[config.mk]
export PLATFORM = sky130hd
export DESIGN_NAME = inv_mode_fsm
export DESIGN_NICKNAME = d
export VERILOG_FILES = /design/src/rtl/inv_hazard_pkg.sv /design/src/rtl/inv_mode_fsm.sv
export SDC_FILE = /design/constraint.sdc
export NUM_CORES = 1
export LEC_CHECK = 0
export BUFFER_PORTS_ARGS = -buffer_cell sky130_fd_sc_hd__buf_2
export CORE_AREA = 2 2 39 41
export DETAILED_ROUTE_END_ITERATION = 12
export DIE_AREA = 0 0 41 43
export PLACE_DENSITY = 0.35
export SLEW_MARGIN = 20
export SYNTH_ARGS = -nofsm -noshare
export SYNTH_HDL_FRONTEND = slang
export SYNTH_SLANG_ARGS = --single-unit
[constraint.sdc]
create_clock -name clk_i -period 3.4 [get_ports clk_i]
set_clock_uncertainty 0.05 [all_clocks]
set_input_delay 0.51 -clock clk_i [delete_from_list [all_inputs] [get_ports clk_i]]
set_output_delay 0.51 -clock clk_i [all_outputs]
set_load 0.05 [all_outputs]
[src/rtl/inv_hazard_pkg.sv]
package inv_hazard_pkg;
  localparam int unsigned MODE_W = 2;

  typedef enum logic [MODE_W-1:0] {
    MODE_STABLE   = 2'b00,
    MODE_UNSTABLE = 2'b01,
    MODE_HAZARD   = 2'b10
  } gate_mode_e;

  // gate relation holds when output is the inverse of input
  function automatic logic relation_ok(input logic in_lvl, input logic out_lvl);
    return out_lvl == ~in_lvl;
  endfunction
endpackage

[src/rtl/inv_mode_fsm.sv]
module inv_mode_fsm
  import inv_hazard_pkg::*;
(
  input  logic       clk_i,
  input  logic       rst_ni,
  input  logic       in_valid_i,
  input  logic       in_data_i,
  input  logic       fire_en_i,
  input  logic       out_lvl_i,
  output gate_mode_e mode_o,
  output gate_mode_e mode_next_o,
  output logic       fire_take_o
);
  gate_mode_e mode_q, mode_d;
  logic       new_ok;

  assign new_ok = relation_ok(in_data_i, out_lvl_i);
  // input channel wins; an output step only happens in an input-free cycle
  assign fire_take_o = fire_en_i && !in_valid_i && (mode_q != MODE_STABLE);

  always_comb begin
    mode_d = mode_q;
    unique case (mode_q)
      MODE_STABLE: begin
        if (in_valid_i && !new_ok) mode_d = MODE_UNSTABLE;
      end
      MODE_UNSTABLE: begin
        if (in_valid_i) begin
          if (new_ok) mode_d = MODE_HAZARD;
        end else if (fire_en_i) begin
          mode_d = MODE_STABLE;
        end
      end
      MODE_HAZARD: mode_d = MODE_HAZARD;
      default:     mode_d = MODE_HAZARD;
    endcase
  end

  always_ff @(posedge clk_i or negedge rst_ni) begin
    if (!rst_ni) mode_q <= MODE_STABLE;
    else         mode_q <= mode_d;
  end

  assign mode_o      = mode_q;
  assign mode_next_o = mode_d;
endmodule

==> key figures <==
Status
  – Status: finished, final reports clean

Global routing
  – First-pass GRT wire length: 476 um
  – Vias in the first global route: 125
  – Antenna violations before repair: 0
  – GRT Util Overall: 4.724%
  – Gr ovfl total: 0
  – Pin count of the biggest net entering global routing: 6

Timing
  – Final Worst Setup Slack: 1.259 ns
  – Endpoints failing setup: 0
  – F_max: 467.1 MHz
  – Sum Neg Setup Slack: 0 ns
  – Worst-margin pin slew: 0.2617 ns
  – Fin. Hold Viols: 0
  – Final Cycle Share: 62.96%
  – Max-slew violations: 0
  – RSZ-0062 raised after global routing: no
  – Relative slew slack: 82.37%
  – Tmin final: 2.141 ns

Clock network
  – # hold bufs at CTS: 0
  – Post-CTS setup buffer count: 0
  – Worst-Skew Late Latency: 0.22 ns
  – Clock slew at reported path FFs: 0.03 ns
  – CTS tree: built
  – Clock buffer depth: 2
  – Cts repair resizes: 0
  – TritonCTS Buffers: 3
  – CTS sink count: 2
  – H-tree depth: 1
  – CTS root buf: clkbuf_4

Pwr
  – Clk pwr share: 28.1%
  – Comb pwr share: 50.8%
  – Switching part of the total: 49.43%
  – Net load switching power: 89.16 uW
  – Peak supply drop: 0.2922 mV
  – LEAKAGE: 0.00009591 uW
  – Register share of total power: 21.1%
  – PwrDens: 936.0 nW/um^2
  – Int Power: 91.20 uW

Route
  – DRT antenna net count: 0
  – Iteration-0 DRC Markers: 1
  – Via-to-Cell Ratio: 3.237
  – # DRC: 0
  – Routed wire length per instance: 7.632 um
  – Final wirelength: 290 um
  – TritonRoute pass-1 iters: 2
  – Via count: 123

Logic synthesis
  – Ys async rst share: 100.0%
  – Top-count cell post-synth: dfrtp_1
  – Synth Area per Inst: 11.12 um^2
  – Top post-synthesis cells by area: dfrtp_1 50%, or4b_1 10%, a31o_2 8.8%
  – Synth Cell Area: 100.1 um^2
  – Flop and latch count out of synthesis: 2
  – Area share of the largest cell type after synthesis: 50.00%
  – Cell variety after synth: 8
  – Seq/Total Area, Yosys: 50.00%
  – Yosys top cell by area: dfrtp_1
  – Ys flop type: dfrtp_1
  – Post-synth EDFFs: 0
  – Synth Net Count: 15
  – Mapped Cells: 9
  – Warnings, synthesis: 0

Layout
  – Fill count: 157
  – Layout Cells excl Fill: 38
  – Share of cells above drive strength 1: 63.64%
  – Max reg flops: 2
  – Diodes inserted: 0
  – Nets: 30
  – Seq. cell area: 50.05 um^2
  – P&R area growth vs syn: 92.50%
  – Area of the multi-input gates: 50.05 um^2

Floorplanning
  – Die width: 41 um
  – Starting density of the core: 7.233%
  – DIE AREA: 1763 um^2
  – IO Pins: 11
  – Core region area: 1384 um^2
  – Rows: 14
  – Chip height: 43 um

Place
  – Dpl cells: 35
  – DP HPWL: 251.8 um
  – Port-buffer cells: 10
  – Gpl congestion: 0.5605
  – Place WS: 1.304 ns

Setup path
  – CP Class: flip-flop to primary output
  – Worst-path fanout max: 5
  – Startpoint types: flip-flop
  – Critical Path Sink Type: primary output
  – Req. time, crit path: 2.84 ns
  – Crit path DAT: 1.58 ns

Hold path
  – Hold WC Path Type: input port to async pin

Flow run
  – Number of max-cap violations: 0
-- worst paths after layout --
kind / endpoint / slack [ns] / depth (start not counted) / from
setup / recovery: mode_next_o[0] / 1.26 / 3 / mode_o[1]
hold / removal: mode_o[0] / 0.02 / 1 / rst_ni
setup reg to reg: mode_o[0] / 2.20 / 2 / mode_o[1]
hold reg to reg: mode_o[1] / 0.50 / 1 / mode_o[1]
max in group asynchronous: mode_o[1] / 3.18 / 1 / rst_ni
min in group clk_i: mode_o[1] / 0.50 / 1 / mode_o[1]
-- kinds of logic (layout without fill, tap and decap cells) --
logic type,Yosys count,in the layout,share of synthesized area (%)
AND/OR/NAND/NOR,4,4,27.50
AO/OA/AOI/OAI,2,2,13.75
flip-flops,2,2,50.00
XOR/XNOR,1,1,8.752
buffers and inverters,0,13,0
-- per-stage QoR --
stage	utilization (%)	power [uW]	instance area [um^2]	hold WS (ns)
finish	13.92	180.4	192.7	0.02125
global route	13.92	191.7	192.7	0.01071
CTS	13.92	184.5	192.7	0.01202
detailed placement	12.30	130.6	170.2	0.2485
global placement	12.30	129.5	170.2	0.2477
floorplan	-	108.2	100.1	0.1644
-- power groups by stage --
stage	sequential, uW	clock, uW	combinational [uW]
3_3_place_gp	38.3	0	91.2
5_1_grt	40.4	56.7	94.5
6_report	38.0	50.7	91.7
4_1_cts	38.1	54.0	92.5
2_1_floorplan	61.9	0	46.4
3_5_place_dp	38.4	0	92.2
-- layout by cell type, fill, tap and decap left out, drive strengths merged --
cell type | Yosys | routed
buf | 0 | 10
clkbuf | 0 | 3
dfrtp | 2 | 2
xor2 | 1 | 1
a31o | 1 | 1
nand2b | 1 | 1
or4b | 1 | 1
o21ai | 1 | 1
nor2 | 1 | 1
nor3b | 1 | 1
-- final cells by class --
cell class                      instances  area share (%)
Timing Repair Buffer                   10           25.97
Sequential cell                         2           25.97
Tap cell                               16           10.39
Clock buffer                            3           11.69
Multi-Input combinational cell          7           25.97
-- worst max-delay path, cell delays in order (launching register included) --
cell     delay, ns
dfrtp_1       0.40
or4b_1        0.52
o21ai_0       0.13
buf_2         0.32
-- metal layers --
layer,vias to the layer above,track usage [%],routed length [um]
li1,62,-,-
met1,50,5.484,146
met2,11,3.750,79
met3,0,6.283,64
met4,0,4.000,0
met5,-,0,0
Power figures use the tool's default switching activity.
